--- config.mk ---
export PLATFORM = sky130hd
export DESIGN_NAME = bcd_rtc_core
export DESIGN_NICKNAME = d
export VERILOG_FILES = /design/src/rtl/rtc_pkg.sv /design/src/rtl/rtc_tick_gate.sv /design/src/rtl/rtc_step.sv /design/src/rtl/rtc_regfile.sv /design/src/rtl/bcd_rtc_core.sv
export SDC_FILE = /design/constraint.sdc
export NUM_CORES = 1
export LEC_CHECK = 0
export BUFFER_PORTS_ARGS = -buffer_cell sky130_fd_sc_hd__clkbuf_2
export CAP_MARGIN = 20
export CORE_UTILIZATION = 35
export DETAILED_ROUTE_END_ITERATION = 16
export PLACE_DENSITY = 0.57
export SKIP_CTS_REPAIR_TIMING = 1
export SYNTH_ARGS = -nofsm -noshare
export SYNTH_HDL_FRONTEND = slang
export SYNTH_SLANG_ARGS = --single-unit
--- constraint.sdc ---
create_clock -name clk -period 4.2 [get_ports clk]
set_clock_uncertainty 0.1 [all_clocks]
set_input_delay 0 -clock clk [delete_from_list [all_inputs] [get_ports clk]]
set_output_delay 0 -clock clk [all_outputs]
set_load 0.01 [all_outputs]
--- src/rtl/rtc_pkg.sv ---
package rtc_pkg;

  localparam int DATA_W        = 8;
  localparam int ADDR_W        = 3;
  localparam int NUM_TIME_REGS = 7;

  typedef struct packed {
    logic       stop;
    logic [6:0] sec;
    logic [6:0] min;
    logic       cen_en;
    logic       cen;
    logic [5:0] hr;
    logic [2:0] dow;
    logic [5:0] date;
    logic [4:0] mon;
    logic [7:0] yr;
  } rtc_time_t;

  // Add one to a two-digit BCD value.
  function automatic logic [7:0] bcd_inc(input logic [7:0] v);
    if (v[3:0] >= 4'd9) return {v[7:4] + 4'd1, 4'd0};
    else                return v + 8'd1;
  endfunction

  // A BCD year tens*10+units is divisible by 4 exactly when 2*tens+units is.
  function automatic logic is_leap(input logic [7:0] yr);
    logic [4:0] s;
    s = {yr[7:4], 1'b0} + {1'b0, yr[3:0]};
    return (s[1:0] == 2'b00);
  endfunction

  // Last day of a month, returned in BCD.
  function automatic logic [5:0] last_day(input logic [4:0] mon, input logic leap);
    case (mon)
      5'h02:                      return leap ? 6'h29 : 6'h28;
      5'h04, 5'h06, 5'h09, 5'h11: return 6'h30;
      default:                    return 6'h31;
    endcase
  endfunction

endpackage

--- src/rtl/rtc_tick_gate.sv ---
module rtc_tick_gate (
  input  logic clk,
  input  logic rst_n,
  input  logic tick_i,
  input  logic busy_i,
  input  logic stop_i,
  input  logic wr_time_i,
  output logic apply_o,
  output logic pending_o
);

  logic pending_q;
  logic want;

  assign want      = (tick_i | pending_q) & ~stop_i;
  assign apply_o   = want & ~busy_i & ~wr_time_i;
  assign pending_o = pending_q;

  always_ff @(posedge clk) begin
    if (!rst_n)          pending_q <= 1'b0;
    else if (wr_time_i)  pending_q <= 1'b0;
    else if (busy_i)     pending_q <= pending_q | (tick_i & ~stop_i);
    else                 pending_q <= 1'b0;
  end

  // a tick seen during a read is remembered
  assert_defer_capture_R8: assert property (@(posedge clk) disable iff (!rst_n)
    (busy_i && tick_i && !stop_i && !wr_time_i) |=> pending_q);

  // the held tick is released only once
  assert_single_release_R8: assert property (@(posedge clk) disable iff (!rst_n)
    (pending_q && !busy_i) |=> !pending_q);

  // a time write discards any held tick
  assert_write_drops_R9: assert property (@(posedge clk) disable iff (!rst_n)
    wr_time_i |=> !pending_q);

endmodule

--- src/rtl/rtc_step.sv ---
module rtc_step
  import rtc_pkg::*;
(
  input  rtc_time_t cur_i,
  output rtc_time_t nxt_o,
  output logic      min_carry_o,
  output logic      day_carry_o,
  output logic      yr_carry_o
);

  logic       sec_end, min_end, hr_end, date_end, mon_end, yr_end;
  logic       leap;
  logic [5:0] mlast;

  always_comb begin
    leap     = is_leap(cur_i.yr);
    mlast    = last_day(cur_i.mon, leap);
    sec_end  = (cur_i.sec == 7'h59);
    min_end  = sec_end & (cur_i.min == 7'h59);
    hr_end   = min_end & (cur_i.hr == 6'h23);
    date_end = hr_end & (cur_i.date >= mlast);
    mon_end  = date_end & (cur_i.mon >= 5'h12);
    yr_end   = mon_end & (cur_i.yr == 8'h99);

    nxt_o = cur_i;
    nxt_o.sec = sec_end ? 7'h00 : 7'(bcd_inc({1'b0, cur_i.sec}));
    if (sec_end)
      nxt_o.min = min_end ? 7'h00 : 7'(bcd_inc({1'b0, cur_i.min}));
    if (min_end)
      nxt_o.hr = hr_end ? 6'h00 : 6'(bcd_inc({2'b00, cur_i.hr}));
    if (hr_end) begin
      nxt_o.dow  = (cur_i.dow >= 3'd7) ? 3'd1 : cur_i.dow + 3'd1;
      nxt_o.date = date_end ? 6'h01 : 6'(bcd_inc({2'b00, cur_i.date}));
    end
    if (date_end)
      nxt_o.mon = mon_end ? 5'h01 : 5'(bcd_inc({3'b000, cur_i.mon}));
    if (mon_end)
      nxt_o.yr = yr_end ? 8'h00 : bcd_inc(cur_i.yr);
    if (yr_end)
      nxt_o.cen = cur_i.cen ^ cur_i.cen_en;
  end

  assign min_carry_o = sec_end;
  assign day_carry_o = hr_end;
  assign yr_carry_o  = yr_end;

endmodule

--- src/rtl/rtc_regfile.sv ---
module rtc_regfile
  import rtc_pkg::*;
(
  input  logic              clk,
  input  logic              rst_n,
  input  logic              we_i,
  input  logic [ADDR_W-1:0] addr_i,
  input  logic [DATA_W-1:0] wdata_i,
  input  logic              apply_i,
  input  rtc_time_t         nxt_i,
  output rtc_time_t         cur_o,
  output logic              wr_time_o,
  output logic [DATA_W-1:0] rdata_o
);

  localparam logic [ADDR_W-1:0] LAST_TIME_ADDR = ADDR_W'(NUM_TIME_REGS - 1);

  rtc_time_t st_q;

  assign cur_o     = st_q;
  assign wr_time_o = we_i & (addr_i <= LAST_TIME_ADDR);

  always_ff @(posedge clk) begin
    if (!rst_n) begin
      st_q      <= '0;
      st_q.dow  <= 3'd1;
      st_q.date <= 6'h01;
      st_q.mon  <= 5'h01;
    end else if (wr_time_o) begin
      case (addr_i)
        3'd0: begin st_q.stop <= wdata_i[7]; st_q.sec <= wdata_i[6:0]; end
        3'd1: st_q.min <= wdata_i[6:0];
        3'd2: begin
          st_q.cen_en <= wdata_i[7];
          st_q.cen    <= wdata_i[6];
          st_q.hr     <= wdata_i[5:0];
        end
        3'd3: st_q.dow  <= wdata_i[2:0];
        3'd4: st_q.date <= wdata_i[5:0];
        3'd5: st_q.mon  <= wdata_i[4:0];
        default: st_q.yr <= wdata_i;
      endcase
    end else if (apply_i) begin
      st_q <= nxt_i;
    end
  end

  always_comb begin
    case (addr_i)
      3'd0:    rdata_o = {st_q.stop, st_q.sec};
      3'd1:    rdata_o = {1'b0, st_q.min};
      3'd2:    rdata_o = {st_q.cen_en, st_q.cen, st_q.hr};
      3'd3:    rdata_o = {5'b0, st_q.dow};
      3'd4:    rdata_o = {2'b0, st_q.date};
      3'd5:    rdata_o = {3'b0, st_q.mon};
      3'd6:    rdata_o = st_q.yr;
      default: rdata_o = '0;
    endcase
  end

endmodule

--- src/rtl/bcd_rtc_core.sv ---
module bcd_rtc_core
  import rtc_pkg::*;
(
  input  logic              clk,
  input  logic              rst_n,
  input  logic              tick_1hz,
  input  logic              rd_busy,
  input  logic              reg_we,
  input  logic [ADDR_W-1:0] reg_addr,
  input  logic [DATA_W-1:0] reg_wdata,
  output logic [DATA_W-1:0] reg_rdata
);

  rtc_time_t cur, nxt;
  logic      apply, pending, wr_time;
  logic      min_carry, day_carry, yr_carry;

  rtc_tick_gate u_gate (
    .clk       (clk),
    .rst_n     (rst_n),
    .tick_i    (tick_1hz),
    .busy_i    (rd_busy),
    .stop_i    (cur.stop),
    .wr_time_i (wr_time),
    .apply_o   (apply),
    .pending_o (pending)
  );

  rtc_step u_step (
    .cur_i       (cur),
    .nxt_o       (nxt),
    .min_carry_o (min_carry),
    .day_carry_o (day_carry),
    .yr_carry_o  (yr_carry)
  );

  rtc_regfile u_regs (
    .clk       (clk),
    .rst_n     (rst_n),
    .we_i      (reg_we),
    .addr_i    (reg_addr),
    .wdata_i   (reg_wdata),
    .apply_i   (apply),
    .nxt_i     (nxt),
    .cur_o     (cur),
    .wr_time_o (wr_time),
    .rdata_o   (reg_rdata)
  );

  // an applied tick at second 59 lands on 00 and carries
  assert_sec_wrap_R2: assert property (@(posedge clk) disable iff (!rst_n)
    (apply && min_carry) |=> (cur.sec == 7'h00));

  // day of week wraps 7 -> 1 at midnight
  assert_dow_wrap_R3: assert property (@(posedge clk) disable iff (!rst_n)
    (apply && day_carry && cur.dow == 3'd7) |=> (cur.dow == 3'd1));

  // the century bit holds when its enable is clear
  assert_century_hold_R6: assert property (@(posedge clk) disable iff (!rst_n)
    (!cur.cen_en && !reg_we) |=> $stable(cur.cen));

  // with the enable set, the year wrap flips the century bit
  assert_century_flip_R6: assert property (@(posedge clk) disable iff (!rst_n)
    (apply && yr_carry && cur.cen_en) |=> (cur.cen != $past(cur.cen)));

  // stopped clock does not count
  assert_stop_freeze_R7: assert property (@(posedge clk) disable iff (!rst_n)
    (cur.stop && !reg_we) |=> $stable(cur.sec));

  // nothing moves without an applied tick or a write
  assert_idle_hold_R8: assert property (@(posedge clk) disable iff (!rst_n)
    (!apply && !wr_time) |=> $stable(cur));

  // a busy read never sees an update
  assert_busy_stable_R8: assert property (@(posedge clk) disable iff (!rst_n)
    (rd_busy && !reg_we) |=> $stable(cur));

  // a pending tick only exists while a read was in progress
  assert_pending_origin_R8: assert property (@(posedge clk) disable iff (!rst_n)
    pending |-> $past(rd_busy));

endmodule

==> summary.md <==
| Metric | Value |
|---|---|
| Worst path required time | `4.30 ns` |
| # diodes | `0` |
| Failing checks | `hold timing` |
| Synth top area share | `24.9%` |
| Area after DPL | `3870 µm²` |
| Row Count | `37` |
| Final min period | `3.56 ns` |
| Post-place setup slack | `0.695 ns` |
| Post-synthesis register bit count | `46` |
| Asr flop ratio synth | `0%` |
| EDFF count, synth | `0` |
| Crit Path Category | `register to register` |
| Clock Tree Root | `clkbuf_8` |
| Synth Area in Adders | `10.5%` |
| Starting density of the core | `35.9%` |
| Crit path max-delay family | `compound AO/OA/AOI/OAI gates` |
| Syn Area/Cell | `8.18 µm²` |
| XOR/XNOR share of the synthesized area | `0.475%` |
| Via count of the first global-routing pass | `3,322` |
| Worst hold path type | `input pin to register` |
| PnR worst setup slack | `0.637 ns` |
| Initial antenna violation count | `0` |
| Detailed Route Iter0 Violations | `231` |
| Drt total wl | `11.3 mm` |
| Top cells by area, synth | `dfxtp_1 (25%), ha_1 (11%), nand2_1 (5.7%), a21oi_1 (3.7%), o21ai_0 (3.3%)` |
| Largest net degree at the start of global routing | `30` |
| Worst path cell trace | `ha_1 > nor4b_1 > inv_1 > o32ai_1 > ha_1 > nor4b_2 > o22ai_1 > and2_2 > a21oi_2 > a21oi_1 > o221a_2` |
| Largest family of logic cells by synthesized area | `compound AO/OA/AOI/OAI gates` |
| Number of CTS-inserted buffers | `5` |
| Fraction of layout cells with a size suffix above 1 | `14.7%` |
| Crit Path Max Fanout | `14` |
| IO Pins | `24` |
| Power after layout | `977 µW` |
| Mapped Area | `3690 µm²` |
| Die Wd | `105 µm` |
| Leading area contributor after synthesis | `dfxtp_1` |
| TritonCTS clock tree | `built` |
| H-tree Lvls | `2` |
| DRC violations left | `0` |
| Peak VDD IR | `0.000159 V` |
| Core area | `10,300 µm²` |
| Worst-Skew Late Latency | `0.30 ns` |
| Most numerous cell on the critical path | `ha_1` |
| RSZ-0062 raised after global routing | `no` |
| Final Hold Slack | `-0.0300 ns` |
| Relative slew slack | `52.2%` |
| Slowest-stage cell, CP | `a21oi_2` |
| Top FF cell, synth | `dfxtp_1` |
| Via density | `5.90` |
| Power per Cell Area | `244 nW/µm²` |
| Port-buffer cells | `23` |
| Post-DP HPWL | `8.15 mm` |
| Max Slew Vio Count | `0` |
| Fillcell total | `1,064` |
| Setup violators final | `0` |
| Routed wire per std cell | `18.9 µm` |
| Crit path capture type | `register` |
| Total GRT Usage | `21.2%` |
| First-pass GRT wire length | `18.3 mm` |
| Core Util, Final | `39.0%` |
| Final Hold Fails | `1` |
| Vias | `3,526` |
| Multiplexer share of the synthesized area | `4.95%` |
| Post-synthesis simple-gate area fraction | `20.9%` |
| Seq/Total Area, Yosys | `24.9%` |
| Clock Sink Count | `46` |
| Reg clk slew, reported paths | `0.09 ns` |
| Max clock buf depth | `2` |
| Highest cell delay on the worst timing path | `0.52 ns` |
| Total gr overflow | `0` |
| P&R area growth vs syn | `8.54%` |
| Slew @ Worst Pin | `0.716 ns` |
| Crit path buffers/inverters | `1` |
| Maximum clock rate | `281 MHz` |
| Synth warnings | `0` |
| Mapped Nets | `498` |
| Fin area | `4010 µm²` |
| Distinct cells, synth | `83` |
| DRT Pass-1 Iters | `5` |
| Synth Area in Compound Gates | `31.9%` |
| Die span in y | `105 µm` |
| Number of max-cap violations | `0` |
| Crit path DAT | `3.66 ns` |
| Final ANT Viol Nets | `0` |
| Setup crit start kind | `register` |
| Final period utilization | `84.8%` |
| Synth Instances | `451` |
| P_leak | `1.53 nW` |
| RD Place Congestion | `0.897` |
| Setup_tns | `0 ns` |
| Final #Nets | `508` |
| Die ar. | `11,000 µm²` |
| Outcome | `finished with violations` |
-- area by class of cell --
cell class,instances,area [µm²],area share [%]
inverters,27,101,2.53
clock buffers,5,68.8,1.72
repair buffers,29,168,4.18
well taps,136,170,4.25
clock inverters,3,40.0,0.999
flip-flops and latches,46,921,23.0
multi-input cells,352,2540,63.3
-- where the power goes --
| part | internal (mW) | total [mW] | switching, mW |
|---|---|---|---|
| logic | 0.0609 | 0.174 | 0.114 |
| registers | 0.448 | 0.468 | 0.0203 |
| clock network | 0.176 | 0.335 | 0.159 |
| total | 0.684 | 0.977 | 0.293 |
-- Yosys cell counts (3+ instances only) --
| cell type | number |
|---|---|
| nand2_1 | 56 |
| dfxtp_1 | 46 |
| ha_1 | 31 |
| nor2_1 | 28 |
| a21oi_1 | 27 |
| inv_1 | 26 |
| o21ai_0 | 24 |
| clkbuf_1 | 14 |
| nand3_1 | 11 |
| a211oi_1 | 9 |
| a31oi_1 | 8 |
| mux2i_1 | 7 |
| o211ai_1 | 7 |
| o21ai_1 | 7 |
| a22oi_1 | 6 |
| buf_2 | 6 |
| nor3_1 | 6 |
| nor3b_1 | 6 |
| o31ai_1 | 6 |
| o22ai_1 | 5 |
| o31a_1 | 5 |
| a32o_1 | 4 |
| and3_1 | 4 |
| mux2_2 | 4 |
| nand2b_1 | 4 |
| nand3b_1 | 4 |
| nand4_1 | 4 |
| a21o_1 | 3 |
| a311oi_2 | 3 |
| and2_1 | 3 |
| buf_4 | 3 |
| mux4_2 | 3 |
| o211a_1 | 3 |
| or2_1 | 3 |
-- per-layer routing --
| metal | vias to the layer above | global-route usage (%) | routed length, µm |
|---|---|---|---|
| met5 | - | 0 | 0 |
| met4 | 0 | 7.65 | 304 |
| met3 | 19 | 3.31 | 670 |
| met2 | 120 | 31.2 | 4890 |
| met1 | 1687 | 31.1 | 5430 |
| li1 | 1700 | - | - |
-- logic make-up (layout without fill, tap and decap cells) --
logic type,count (synthesis),count (layout)
flops,46,46
mux,14,14
buf+inv,53,64
xor+xnor,2,2
fa+ha+maj,31,31
simple gates,148,148
compound gates,157,157
-- metrics by stage --
| step | hold slack [ns] | instances |
|---|---|---|
| 6_report | -0.0300 | 598 |
| 5_1_grt | 0.00296 | 598 |
| 4_1_cts | -0.199 | 595 |
| 3_5_place_dp | 0.128 | 587 |
| 3_3_place_gp | 0.122 | 587 |
| 2_1_floorplan | 0.0242 | 451 |
-- flip-flops by register name, summed over array words and instances, names as in the netlist --
name,count
u_regs.cur_o,45
u_gate.pending_o,1
-- placed cells by master (no fill, tap or decap), drive strengths merged, types with 6 or more instances in the layout --
cell,instances
nor3,6
nand2,57
o31ai,7
inv,26
o21ai,32
a21oi,29
nor3b,6
a31oi,9
nand3,12
clkbuf,28
dfxtp,46
a22oi,6
nor2,28
ha,31
a211oi,11
o211ai,7
mux2i,7
-- worst register-to-register path, stage by stage (launching register included) --
cell and delay [ns]:
dfxtp_1 0.47, ha_1 0.28, nor4b_1 0.36, inv_1 0.11
o32ai_1 0.29, ha_1 0.28, nor4b_2 0.21, o22ai_1 0.22
and2_2 0.27, a21oi_2 0.52, a21oi_1 0.09, o221a_2 0.27
-- final timing paths --
check                                     start                             to  slack (ns)  cells after the start
setup / recovery   u_regs.cur_o[9]$_SDFFE_PN0P_   u_regs.cur_o[3]$_SDFFE_PN0P_        0.64                     11
hold / removal                     reg_wdata[5]   u_regs.cur_o[5]$_SDFFE_PN0P_       -0.03                      3
setup reg to reg   u_regs.cur_o[9]$_SDFFE_PN0P_   u_regs.cur_o[3]$_SDFFE_PN0P_        0.64                     11
hold reg to reg   u_regs.cur_o[21]$_SDFFE_PN0P_  u_regs.cur_o[21]$_SDFFE_PN0P_        0.42                      2
No activity file was read; power rests on OpenSTA's default activity.
